**config.mk**
```make
export PLATFORM = sky130hd
export DESIGN_NAME = spi_flush_ctrl
export DESIGN_NICKNAME = d
export VERILOG_FILES = /design/src/rtl/spi_fc_pkg.sv /design/src/rtl/spi_fc_shifter.sv /design/src/rtl/spi_fc_fifo.sv /design/src/rtl/spi_flush_ctrl.sv
export SDC_FILE = /design/constraint.sdc
export NUM_CORES = 1
export LEC_CHECK = 0
export ABC_CLOCK_PERIOD_IN_PS = 3700
export BUFFER_PORTS_ARGS = -buffer_cell sky130_fd_sc_hd__buf_2
export CAP_MARGIN = 20
export CORE_ASPECT_RATIO = 1.1
export CORE_UTILIZATION = 50
export CTS_CLUSTER_SIZE = 8
export DETAILED_ROUTE_END_ITERATION = 6
export PLACE_DENSITY = 0.7
export SYNTH_ARGS = -nofsm -noshare
export SYNTH_HDL_FRONTEND = slang
export SYNTH_SLANG_ARGS = --single-unit
```
**constraint.sdc**
```tcl
create_clock -name clk -period 3.7 [get_ports clk]
set_input_delay 0.74 -clock clk [delete_from_list [all_inputs] [get_ports clk]]
set_output_delay 0.74 -clock clk [all_outputs]
set_load 0.01 [all_outputs]
```
**src/rtl/spi_fc_pkg.sv**
```systemverilog
package spi_fc_pkg;

    typedef enum logic [1:0] {
        ST_IDLE,
        ST_LEAD,
        ST_TRAIL,
        ST_END
    } shift_state_t;

    localparam int BUS_W  = 32;
    localparam int ADDR_W = 3;

    localparam logic [ADDR_W-1:0] A_CTRL = 3'd0;
    localparam logic [ADDR_W-1:0] A_STAT = 3'd1;
    localparam logic [ADDR_W-1:0] A_TXD  = 3'd2;
    localparam logic [ADDR_W-1:0] A_RXD  = 3'd3;
    localparam logic [ADDR_W-1:0] A_DMAC = 3'd4;
    localparam logic [ADDR_W-1:0] A_DCNT = 3'd5;
    localparam logic [ADDR_W-1:0] A_DQUE = 3'd6;

    localparam int CB_EN      = 0;
    localparam int CB_IE_OVF  = 1;
    localparam int CB_IE_UDF  = 2;
    localparam int CB_DIV_LSB = 8;
    localparam int CB_TXFL    = 18;
    localparam int CB_RXFL    = 19;

    localparam int SB_RXF     = 0;
    localparam int SB_TXF     = 1;
    localparam int SB_BUSY    = 2;
    localparam int SB_OVF     = 4;
    localparam int SB_UDF     = 5;
    localparam int SB_LVL_LSB = 8;

    localparam int DB_EN  = 0;
    localparam int DB_CLR = 7;

endpackage

```
**src/rtl/spi_fc_shifter.sv**
```systemverilog
module spi_fc_shifter
    import spi_fc_pkg::*;
#(
    parameter int WORD_W = 8,
    parameter int DIV_W  = 8
) (
    input  logic              clk,
    input  logic              rst_n,
    input  logic              start,
    input  logic              abort,
    input  logic [WORD_W-1:0] tx_word,
    input  logic [DIV_W-1:0]  half_div,
    input  logic              miso,
    output logic              sclk,
    output logic              mosi,
    output logic              cs_n,
    output logic              busy,
    output logic              done,
    output logic [WORD_W-1:0] rx_word
);

    localparam int BIT_W = $clog2(WORD_W);
    localparam logic [BIT_W-1:0] LAST_BIT = BIT_W'(WORD_W - 1);

    shift_state_t st, st_nx;
    logic [DIV_W-1:0]  half_cnt;
    logic [BIT_W-1:0]  bit_cnt;
    logic [WORD_W-1:0] tx_sh, rx_sh;
    logic              half_hit;

    assign half_hit = (half_cnt == half_div);

    // state register
    always_ff @(posedge clk or negedge rst_n) begin
        if (!rst_n) st <= ST_IDLE;
        else        st <= st_nx;
    end

    // transitions
    always_comb begin
        st_nx = st;
        unique case (st)
            ST_IDLE:  if (start && !abort) st_nx = ST_LEAD;
            ST_LEAD:  if (abort) st_nx = ST_IDLE;
                      else if (half_hit) st_nx = ST_TRAIL;
            ST_TRAIL: if (abort) st_nx = ST_IDLE;
                      else if (half_hit) st_nx = (bit_cnt == LAST_BIT) ? ST_END : ST_LEAD;
            ST_END:   st_nx = ST_IDLE;
        endcase
    end

    // bit datapath
    always_ff @(posedge clk or negedge rst_n) begin
        if (!rst_n) begin
            half_cnt <= '0;
            bit_cnt  <= '0;
            tx_sh    <= '0;
            rx_sh    <= '0;
        end else begin
            unique case (st)
                ST_IDLE: begin
                    half_cnt <= '0;
                    bit_cnt  <= '0;
                    if (start) tx_sh <= tx_word;
                end
                ST_LEAD: begin
                    if (half_hit) begin
                        half_cnt <= '0;
                        rx_sh    <= {rx_sh[WORD_W-2:0], miso};
                    end else begin
                        half_cnt <= half_cnt + 1'b1;
                    end
                end
                ST_TRAIL: begin
                    if (half_hit) begin
                        half_cnt <= '0;
                        bit_cnt  <= bit_cnt + 1'b1;
                        tx_sh    <= {tx_sh[WORD_W-2:0], 1'b0};
                    end else begin
                        half_cnt <= half_cnt + 1'b1;
                    end
                end
                ST_END: ;
            endcase
        end
    end

    // outputs from state
    always_comb begin
        sclk    = (st == ST_TRAIL);
        cs_n    = !((st == ST_LEAD) || (st == ST_TRAIL));
        mosi    = cs_n ? 1'b0 : tx_sh[WORD_W-1];
        busy    = (st != ST_IDLE);
        done    = (st == ST_END);
        rx_word = rx_sh;
    end

endmodule

```
**src/rtl/spi_fc_fifo.sv**
```systemverilog
module spi_fc_fifo #(
    parameter int W     = 8,
    parameter int DEPTH = 4
) (
    input  logic                         clk,
    input  logic                         rst_n,
    input  logic                         clr,
    input  logic                         push,
    input  logic [W-1:0]                 din,
    input  logic                         pop,
    output logic [W-1:0]                 head,
    output logic [$clog2(DEPTH+1)-1:0]   level,
    output logic                         full,
    output logic                         empty
);

    localparam int PTR_W = (DEPTH > 1) ? $clog2(DEPTH) : 1;
    localparam int LVL_W = $clog2(DEPTH + 1);
    localparam logic [LVL_W-1:0] FULL_LVL = LVL_W'(DEPTH);

    logic [W-1:0]     mem [DEPTH];
    logic [PTR_W-1:0] wp, rp;
    logic             do_push, do_pop;

    assign full    = (level == FULL_LVL);
    assign empty   = (level == '0);
    assign do_push = push && !full;
    assign do_pop  = pop && !empty;
    assign head    = empty ? '0 : mem[rp];

    function automatic logic [PTR_W-1:0] bump(input logic [PTR_W-1:0] p);
        return (p == PTR_W'(DEPTH - 1)) ? '0 : p + 1'b1;
    endfunction

    always_ff @(posedge clk or negedge rst_n) begin
        if (!rst_n) begin
            wp    <= '0;
            rp    <= '0;
            level <= '0;
        end else if (clr) begin
            wp    <= '0;
            rp    <= '0;
            level <= '0;
        end else begin
            if (do_push) wp <= bump(wp);
            if (do_pop)  rp <= bump(rp);
            if (do_push && !do_pop)      level <= level + 1'b1;
            else if (do_pop && !do_push) level <= level - 1'b1;
        end
    end

    generate
        for (genvar i = 0; i < DEPTH; i++) begin : g_slot
            always_ff @(posedge clk or negedge rst_n) begin
                if (!rst_n)                                    mem[i] <= '0;
                else if (do_push && !clr && wp == PTR_W'(i))   mem[i] <= din;
            end
        end
    endgenerate

endmodule

```
**src/rtl/spi_flush_ctrl.sv**
```systemverilog
module spi_flush_ctrl
    import spi_fc_pkg::*;
#(
    parameter int WORD_W      = 8,
    parameter int DIV_W       = 8,
    parameter int CNT_W       = 16,
    parameter int FIFO_DEPTH  = 4,
    parameter int RUNON_WORDS = 5
) (
    input  logic              clk,
    input  logic              rst_n,
    input  logic [2:0]        reg_addr,
    input  logic [31:0]       reg_wdata,
    input  logic              reg_wr,
    output logic [31:0]       reg_rdata,
    output logic              sclk,
    output logic              mosi,
    input  logic              miso,
    output logic              cs_n,
    output logic              irq
);

    localparam int LVL_W = $clog2(FIFO_DEPTH + 1);
    localparam int RUN_W = $clog2(RUNON_WORDS + 1);
    localparam logic [RUN_W-1:0] RUN_LOAD = RUN_W'(RUNON_WORDS);

    // control state
    logic             en_q, ie_ovf_q, ie_udf_q;
    logic [DIV_W-1:0] div_q;

    // buffers and flags
    logic [WORD_W-1:0] tx_buf_q, last_tx_q, rx_buf_q;
    logic              tx_full_q, rx_full_q, ovf_q, udf_q;

    // DMA state
    logic              dma_en_q;
    logic [CNT_W-1:0]  cnt_q;
    logic [RUN_W-1:0]  runon_q;

    // engine and queue wires
    logic              eng_start, eng_busy, eng_done;
    logic [WORD_W-1:0] eng_tx, eng_rx, q_head;
    logic [LVL_W-1:0]  q_level;
    logic              q_full, q_empty, q_push, q_pop, q_clr;

    logic wr_ctrl, wr_stat, wr_tx, wr_rx, wr_dmac, wr_cnt, wr_que;
    logic dma_active, counted, ovf_set, udf_set;
    logic kill_tx, kill_rx;

    assign wr_ctrl = reg_wr && (reg_addr == A_CTRL);
    assign wr_stat = reg_wr && (reg_addr == A_STAT);
    assign wr_tx   = reg_wr && (reg_addr == A_TXD);
    assign wr_rx   = reg_wr && (reg_addr == A_RXD);
    assign wr_dmac = reg_wr && (reg_addr == A_DMAC);
    assign wr_cnt  = reg_wr && (reg_addr == A_DCNT);
    assign wr_que  = reg_wr && (reg_addr == A_DQUE);

    assign counted    = (cnt_q != '0);
    assign dma_active = dma_en_q && (counted || (runon_q != '0));
    assign eng_start  = en_q && !eng_busy && (tx_full_q || dma_active);
    assign eng_tx     = tx_full_q ? tx_buf_q : last_tx_q;

    assign kill_tx = wr_ctrl && (!reg_wdata[CB_EN] || reg_wdata[CB_TXFL]);
    assign kill_rx = wr_ctrl && (!reg_wdata[CB_EN] || reg_wdata[CB_RXFL]);

    assign q_clr  = wr_dmac && reg_wdata[DB_CLR];
    assign q_push = eng_done && dma_active;
    assign q_pop  = wr_que;

    assign ovf_set = eng_done && (dma_active ? (counted && q_full) : rx_full_q);
    assign udf_set = eng_start && !tx_full_q;

    spi_fc_shifter #(.WORD_W(WORD_W), .DIV_W(DIV_W)) u_shift (
        .clk      (clk),
        .rst_n    (rst_n),
        .start    (eng_start),
        .abort    (!en_q),
        .tx_word  (eng_tx),
        .half_div (div_q),
        .miso     (miso),
        .sclk     (sclk),
        .mosi     (mosi),
        .cs_n     (cs_n),
        .busy     (eng_busy),
        .done     (eng_done),
        .rx_word  (eng_rx)
    );

    spi_fc_fifo #(.W(WORD_W), .DEPTH(FIFO_DEPTH)) u_queue (
        .clk   (clk),
        .rst_n (rst_n),
        .clr   (q_clr),
        .push  (q_push),
        .din   (eng_rx),
        .pop   (q_pop),
        .head  (q_head),
        .level (q_level),
        .full  (q_full),
        .empty (q_empty)
    );

    // control register
    always_ff @(posedge clk or negedge rst_n) begin
        if (!rst_n) begin
            en_q     <= 1'b0;
            ie_ovf_q <= 1'b0;
            ie_udf_q <= 1'b0;
            div_q    <= '0;
        end else if (wr_ctrl) begin
            en_q     <= reg_wdata[CB_EN];
            ie_ovf_q <= reg_wdata[CB_IE_OVF];
            ie_udf_q <= reg_wdata[CB_IE_UDF];
            div_q    <= reg_wdata[CB_DIV_LSB +: DIV_W];
        end
    end

    // transmit buffer
    always_ff @(posedge clk or negedge rst_n) begin
        if (!rst_n) begin
            tx_buf_q  <= '0;
            tx_full_q <= 1'b0;
            last_tx_q <= '0;
        end else begin
            if (eng_start && tx_full_q) begin
                tx_full_q <= 1'b0;
                last_tx_q <= tx_buf_q;
            end
            if (wr_tx && en_q) begin
                tx_buf_q  <= reg_wdata[WORD_W-1:0];
                tx_full_q <= 1'b1;
            end
            if (kill_tx) begin
                tx_buf_q  <= '0;
                tx_full_q <= 1'b0;
            end
        end
    end

    // receive buffer
    always_ff @(posedge clk or negedge rst_n) begin
        if (!rst_n) begin
            rx_buf_q  <= '0;
            rx_full_q <= 1'b0;
        end else begin
            if (eng_done && !dma_active && !rx_full_q) begin
                rx_buf_q  <= eng_rx;
                rx_full_q <= 1'b1;
            end
            if (wr_rx) rx_full_q <= 1'b0;
            if (kill_rx) begin
                rx_buf_q  <= '0;
                rx_full_q <= 1'b0;
            end
        end
    end

    // sticky errors, set beats clear
    always_ff @(posedge clk or negedge rst_n) begin
        if (!rst_n) begin
            ovf_q <= 1'b0;
            udf_q <= 1'b0;
        end else begin
            if (wr_stat && reg_wdata[SB_OVF]) ovf_q <= 1'b0;
            if (wr_stat && reg_wdata[SB_UDF]) udf_q <= 1'b0;
            if (ovf_set) ovf_q <= 1'b1;
            if (udf_set) udf_q <= 1'b1;
        end
    end

    // DMA count and run-on
    always_ff @(posedge clk or negedge rst_n) begin
        if (!rst_n) begin
            dma_en_q <= 1'b0;
            cnt_q    <= '0;
            runon_q  <= '0;
        end else begin
            if (eng_done && dma_active) begin
                if (counted) begin
                    cnt_q <= cnt_q - 1'b1;
                    if (cnt_q == CNT_W'(1)) runon_q <= RUN_LOAD;
                end else begin
                    runon_q <= runon_q - 1'b1;
                end
            end
            if (wr_cnt) begin
                cnt_q   <= reg_wdata[CNT_W-1:0];
                runon_q <= '0;
            end
            if (wr_dmac) begin
                dma_en_q <= reg_wdata[DB_EN] && !reg_wdata[DB_CLR];
                if (reg_wdata[DB_CLR]) begin
                    cnt_q   <= '0;
                    runon_q <= '0;
                end
            end
        end
    end

    // read mux
    always_comb begin
        reg_rdata = '0;
        unique case (reg_addr)
            A_CTRL: begin
                reg_rdata[CB_EN]                 = en_q;
                reg_rdata[CB_IE_OVF]             = ie_ovf_q;
                reg_rdata[CB_IE_UDF]             = ie_udf_q;
                reg_rdata[CB_DIV_LSB +: DIV_W]   = div_q;
            end
            A_STAT: begin
                reg_rdata[SB_RXF]                = rx_full_q;
                reg_rdata[SB_TXF]                = tx_full_q;
                reg_rdata[SB_BUSY]               = eng_busy;
                reg_rdata[SB_OVF]                = ovf_q;
                reg_rdata[SB_UDF]                = udf_q;
                reg_rdata[SB_LVL_LSB +: LVL_W]   = q_level;
            end
            A_TXD:  reg_rdata[WORD_W-1:0] = tx_buf_q;
            A_RXD:  reg_rdata[WORD_W-1:0] = rx_buf_q;
            A_DMAC: reg_rdata[DB_EN]      = dma_en_q;
            A_DCNT: reg_rdata[CNT_W-1:0]  = cnt_q;
            A_DQUE: reg_rdata[WORD_W-1:0] = q_head;
            default: reg_rdata = '0;
        endcase
    end

    assign irq = (ovf_q && ie_ovf_q) || (udf_q && ie_udf_q);

endmodule

```
Word level (Yosys, flattened, before mapping)
Index checks and enable logic that the tools add are counted.
{ "word_totals": {"ff_bits": 127, "in_bits": 39, "elab_cells": 197} }
{ "op_classes": {"add_sub_neg": 8, "order_cmp": 1, "eq_ne": 22, "n_mux": 62, "bitwise_logic": 1, "n_reduce_logical": 77} }
{ "ops": {"columns": ["operator", "n"], "rows": [
  ["2-to-1 mux 8 bit", 11],
  ["2-to-1 mux 16 bit", 5],
  ["logical AND 1 bit", 36],
  ["one-hot mux 8 bit (2 select lines)", 2],
  ["2-to-1 mux 3 bit", 10],
  ["2-to-1 mux 2 bit", 12],
  ["nonzero test 2 bit", 9],
  ["binary-select mux 8 bit (select 2 bit)", 1],
  ["equality test 16 x 1 -> 1 bit (second input constant)", 1],
  ["one-hot mux 2 bit (4 select lines)", 2],
  ["nonzero test 16 bit", 1],
  ["subtractor 16 x 1 -> 16 bit (second input constant)", 1],
  ["equality test 3 bit (second input constant)", 5],
  ["logical NOT 1 bit", 12],
  ["2-to-1 mux 1 bit", 12],
  ["one-hot mux 2 bit (6 select lines)", 1],
  ["nonzero test 3 bit", 4],
  ["equality test 2 bit (second input constant)", 5],
  ["one-hot mux 2 bit (5 select lines)", 1],
  ["one-hot mux 5 bit (2 select lines)", 1],
  ["one-hot mux 3 bit (3 select lines)", 1],
  ["adder 8 x 1 -> 8 bit (second input constant)", 1],
  ["equality test 8 bit", 1],
  ["one-hot mux 1 bit (7 select lines)", 1],
  ["other kinds (19)", 35]
]} }

Longest topological paths before layout
{ "depth": {"word_depth": 10, "ltp_mapped": 9} }

Hierarchy
From an unflattened synthesis, not the netlist that was laid out.
{ "hier_totals": {"cells_unflattened": 665, "area_unflattened_um2": 7243.2} }
{ "by_module_without_submodules": {"columns": ["module", "n_inst", "cells_each", "area_each_um2", "seq_area_each_um2"], "rows": [
  ["spi_flush_ctrl", 1, 370, 3668.5, 1476.4],
  ["spi_fc_fifo", 1, 131, 1931.9, 975.9],
  ["spi_fc_shifter", 1, 164, 1642.8, 725.7]
]} }

Worst setup path before layout
No wires, ideal clock.
{ "synth_path": {"path_type": "input-to-output", "from": "input port reg_addr[1]", "to": "output port reg_rdata[3]", "t_arrival_ns": 1.762, "required_time_ns": 2.960, "setup_slack_ns": 1.198, "stages": 6, "path_buffers": 2, "path_cell_list": "buf_2 > nor2b_1 > and3_1 > clkbuf_1 > a222oi_1 > inv_1"} }
{ "synth_via": {"elab_chain_len": 2, "elab_cells_between_ends": 5, "cone_classes": "eq/ne: 4; mux: 1"} }
{ "synth_rtl": {"columns": ["item", "line", "text"], "rows": [
  ["start, declared", "spi_flush_ctrl.sv:12", "input logic [2:0] reg_addr,"],
  ["equality test 3 bit / equality test 3 x 2 -> 1 bit (equally long branches)", "spi_flush_ctrl.sv:202", "unique case (reg_addr)"],
  ["one-hot mux 1 bit (4 select lines) *", "spi_flush_ctrl.sv:202", null],
  ["end, declared", "spi_flush_ctrl.sv:15", "output logic [31:0] reg_rdata,"]
]} }
Every way passes the cells marked *; elsewhere a longest branch is shown, timed or not.

Worst setup path after layout
{ "layout_path": {"from": "register u_queue.rp[0]", "to": "output port reg_rdata[2]"} }
{ "layout_via": {"elab_chain_len": 6} }
{ "layout_rtl": {"columns": ["item", "line", "text"], "rows": [
  ["start, declared", "spi_fc_fifo.sv:22", "logic [PTR_W-1:0] wp, rp;"],
  ["start signal, assigned", "spi_fc_fifo.sv:46", "if (do_pop) rp <= bump(rp);"],
  ["inverter 2 -> 3 bit (implied by the code)", "spi_fc_fifo.sv:29", "assign head = empty ? '0 : mem[rp];"],
  ["binary-select mux 8 bit (select 2 bit)", "spi_fc_fifo.sv:29", null],
  ["2-to-1 mux 8 bit (implied by the code) (2 in series)", "spi_fc_fifo.sv:29", null],
  ["2-to-1 mux 8 bit", "spi_fc_fifo.sv:29", null],
  ["one-hot mux 2 bit (6 select lines)", "spi_flush_ctrl.sv:202", null]
]} }
No other way between the ends. The select of a mux whose other input is x is not followed.

==> qor.yml <==
grt:
  antenna_found_initial: 1
  grt_overflow_total: 0
  track_usage_pct: 24.76
  grt_pass1_vias: 5079
  grt_max_degree: 68
  grt_first_pass_wirelength_um: 27210
drt:
  post-route-drc-count: 0
  antenna_left: 0
  drt_wl_total_um: 16910
  vias_per_cell: 5.979
  drt_iter0_markers: 357
  wl_per_cell_um: 19.55
  vias: 5172
  first_pass_iters: 5
timing:
  final.period_utilization_pct: 86.67
  fmax_mhz: 311.9
  relSlewSlack_pct: 43.94
  tns_ns: 0
  drv_slew: 0
  finalSetupViolCount: 0
  fin_worst_skew_ns: 0.007205
  rsz0062_at_grt: "false"
  hold_violations: 0
  layout_min_cycle_time_ns: 3.207
  worstMarginPinSlew_ns: 0.8410
critical_path:
  cp.arrival_ns: 2.47
  slowest_delay_ns: 0.76
  crit_fanout: 11
  crit_path_start_kind: "flop"
  reg2reg_slack_ns: 0.64
  slowest_stage: "dfrtp_1"
  path_class: "reg -> out"
  end_kind: "primary output"
  critical-path-top-delay-family: "flip-flops"
  worstPathRequired_ns: 2.96
  crit_chain: "mux4_2, a22oi_1, o21ai_0, buf_2"
  path_buf_inv: 1
clocking:
  clk_pin_slew_worst_paths_ns: 0.06
  clk_latency_ns: 0.42
  htreeDepth: 4
  cts_buffers: 17
  cts_tree: "done"
  clock_path_buffers: 2
  cts_sinks: 127
  post_cts_resized: 0
  hold_buffers: 0
  cts_root_buf: "clkbuf_16"
  cts_setup_buffers: 0
finish:
  multiInputGateArea_mm2: 0.003581
  n_antenna_cell: 0
  layout-drive-gt1-share_pct: 26.14
  nNetsFinal: 721
  regArea_mm2: 0.003178
  final-instance-count-excl-fill: 865
  syn_to_final_growth_pct: 12.93
  finish.utilization_pct: 57.66
  fill_cells: 1181
  final_area_mm2: 0.007954
die:
  ioPinCount: 75
  die_area_mm2: 0.01456
  start_util_pct: 51.06
  fp.dieH_um: 126.5
  core_area_mm2: 0.01379
  fp.dieW_um: 115.2
  rows: 45
job:
  cap_violations: 0
synth:
  ys_types: 76
  seq_area_frac_synth_pct: 45.12
  synth_edf_count: 0
  syn_area_per_cell_um2: 11.16
  ys_ff_latch: 127
  synth_area_leaders: "dfrtp_1 (45%), mux2_2 (9.4%), ha_1 (3.0%), mux4_2 (2.9%), mux2i_1 (2.6%)"
  yosysWarnings: 0
  netlist_area_mm2: 0.007043
  synthArstFlopShare_pct: 100.0
  synth_most_common_cell: "dfrtp_1"
  synth_top_area_share_pct: 45.12
  synth_flop_cell: "dfrtp_1"
  synth_cells: 631
  synth_commonest_cells: "dfrtp_1 (127), mux2_2 (59), nor2_1 (41)"
  synth_largest_area_cell: "dfrtp_1"
hold_path:
  min_path_type: "in -> async"
status:
  status: "finished clean"
place:
  place_hpwl_um: 12110
  finalWeightedCongestion: 0.8471
  dpl_cell_area_mm2: 0.007335
  portBuffers: 44
  dp_cells: 833
power:
  ir_worst_vdd_v: 0.0004065
  power.leakage_nw: 3.645
  power_density_mw_per_mm2: 580.7
[where the power goes]
group	switching, mW	internal [mW]
Combinational	0.480	0.457
Clock	0.610	1.13
Sequential	0.323	1.62
[cell families (layout without fill, tap and decap cells)]
logic type | after synthesis | in the layout | synth area share [%]
AND/OR/NAND/NOR | 161 | 161 | 12.97
AO/OA/AOI/OAI | 143 | 143 | 15.33
flip-flops | 127 | 127 | 45.12
multiplexers | 89 | 89 | 15.46
buffers and inverters | 69 | 100 | 4.903
XOR/XNOR | 23 | 23 | 2.860
adder cells (fa/ha/maj) | 18 | 18 | 3.304
other | 1 | 16 | 0.05324
[stage by stage]
stage / setup slack (ns) / power, mW / hold WS, ns
3_3_place_gp: 0.6639 / 2.843 / 0.4817
2_1_floorplan: 1.198 / 2.583 / 0.4444
5_1_grt: 0.4112 / 4.841 / 0.4674
4_1_cts: 0.4703 / 4.643 / 0.4555
6_report: 0.4934 / 4.619 / 0.3976
3_5_place_dp: 0.6702 / 2.891 / 0.4930
[cell type report]
type                    instances  area share (%)
multi-input cells             450           45.02
flip-flops and latches        127           39.96
clock buffers                  23           6.135
repair buffers                 48           3.335
well taps                     188           2.957
clock inverters                 9           1.652
inverters                      20          0.9438
[routing by layer]
layer / track usage, % / up-vias / share of wire [%]
met5: 0 / - / 0
met4: 6.264 / 0 / 0.82
met3: 6.259 / 12 / 5.0
met2: 41.35 / 155 / 50
met1: 32.09 / 2642 / 44
li1: - / 2363 / -
[sequential cells by signal, indices dropped and copies added, names as in the netlist, 3 cells and up]
name              cells
tx_buf_q              8
u_queue.mem          32
last_tx_q             8
u_queue.level         3
div_q                 8
cnt_q                16
runon_q               3
u_shift.tx_sh         8
u_shift.bit_cnt       3
u_shift.rx_word       8
u_shift.half_cnt      8
rx_buf_q              8
[path summary, 6_finish.rpt]
path	startpoint	end	cells past startpoint
worst min register to register	u_queue.mem[8]$_DFFE_PN0P_	u_queue.mem[8]$_DFFE_PN0P_	1
min in group clk	u_queue.mem[8]$_DFFE_PN0P_	u_queue.mem[8]$_DFFE_PN0P_	1
max in group asynchronous	rst_n	rx_buf_q[0]$_DFFE_PN0P_	2
worst max register to register	cnt_q[0]$_DFF_PN0_	u_queue.level[1]$_DFFE_PN0P_	9
worst min-delay path	rst_n	u_shift.half_cnt[2]$_DFFE_PN0P_	1
worst max-delay path	u_queue.rp[0]$_DFFE_PN0P_	reg_rdata[2]	4
[layout by cell type, fill, tap and decap left out, drive strengths merged, types with 7 or more instances in the layout]
cell type,count
dfrtp,127
mux2,62
buf,48
nor2,41
o21ai,35
nand2,33
a21oi,24
nand3,23
clkbuf,23
inv,20
mux2i,18
ha,17
conb,16
a22o,13
xor2,12
a22oi,11
xnor2,11
nor2b,10
mux4,9
nor3,9
and2,8
o22a,8
o221a,7
nor4,7
No activity file was read; power rests on OpenSTA's default activity.
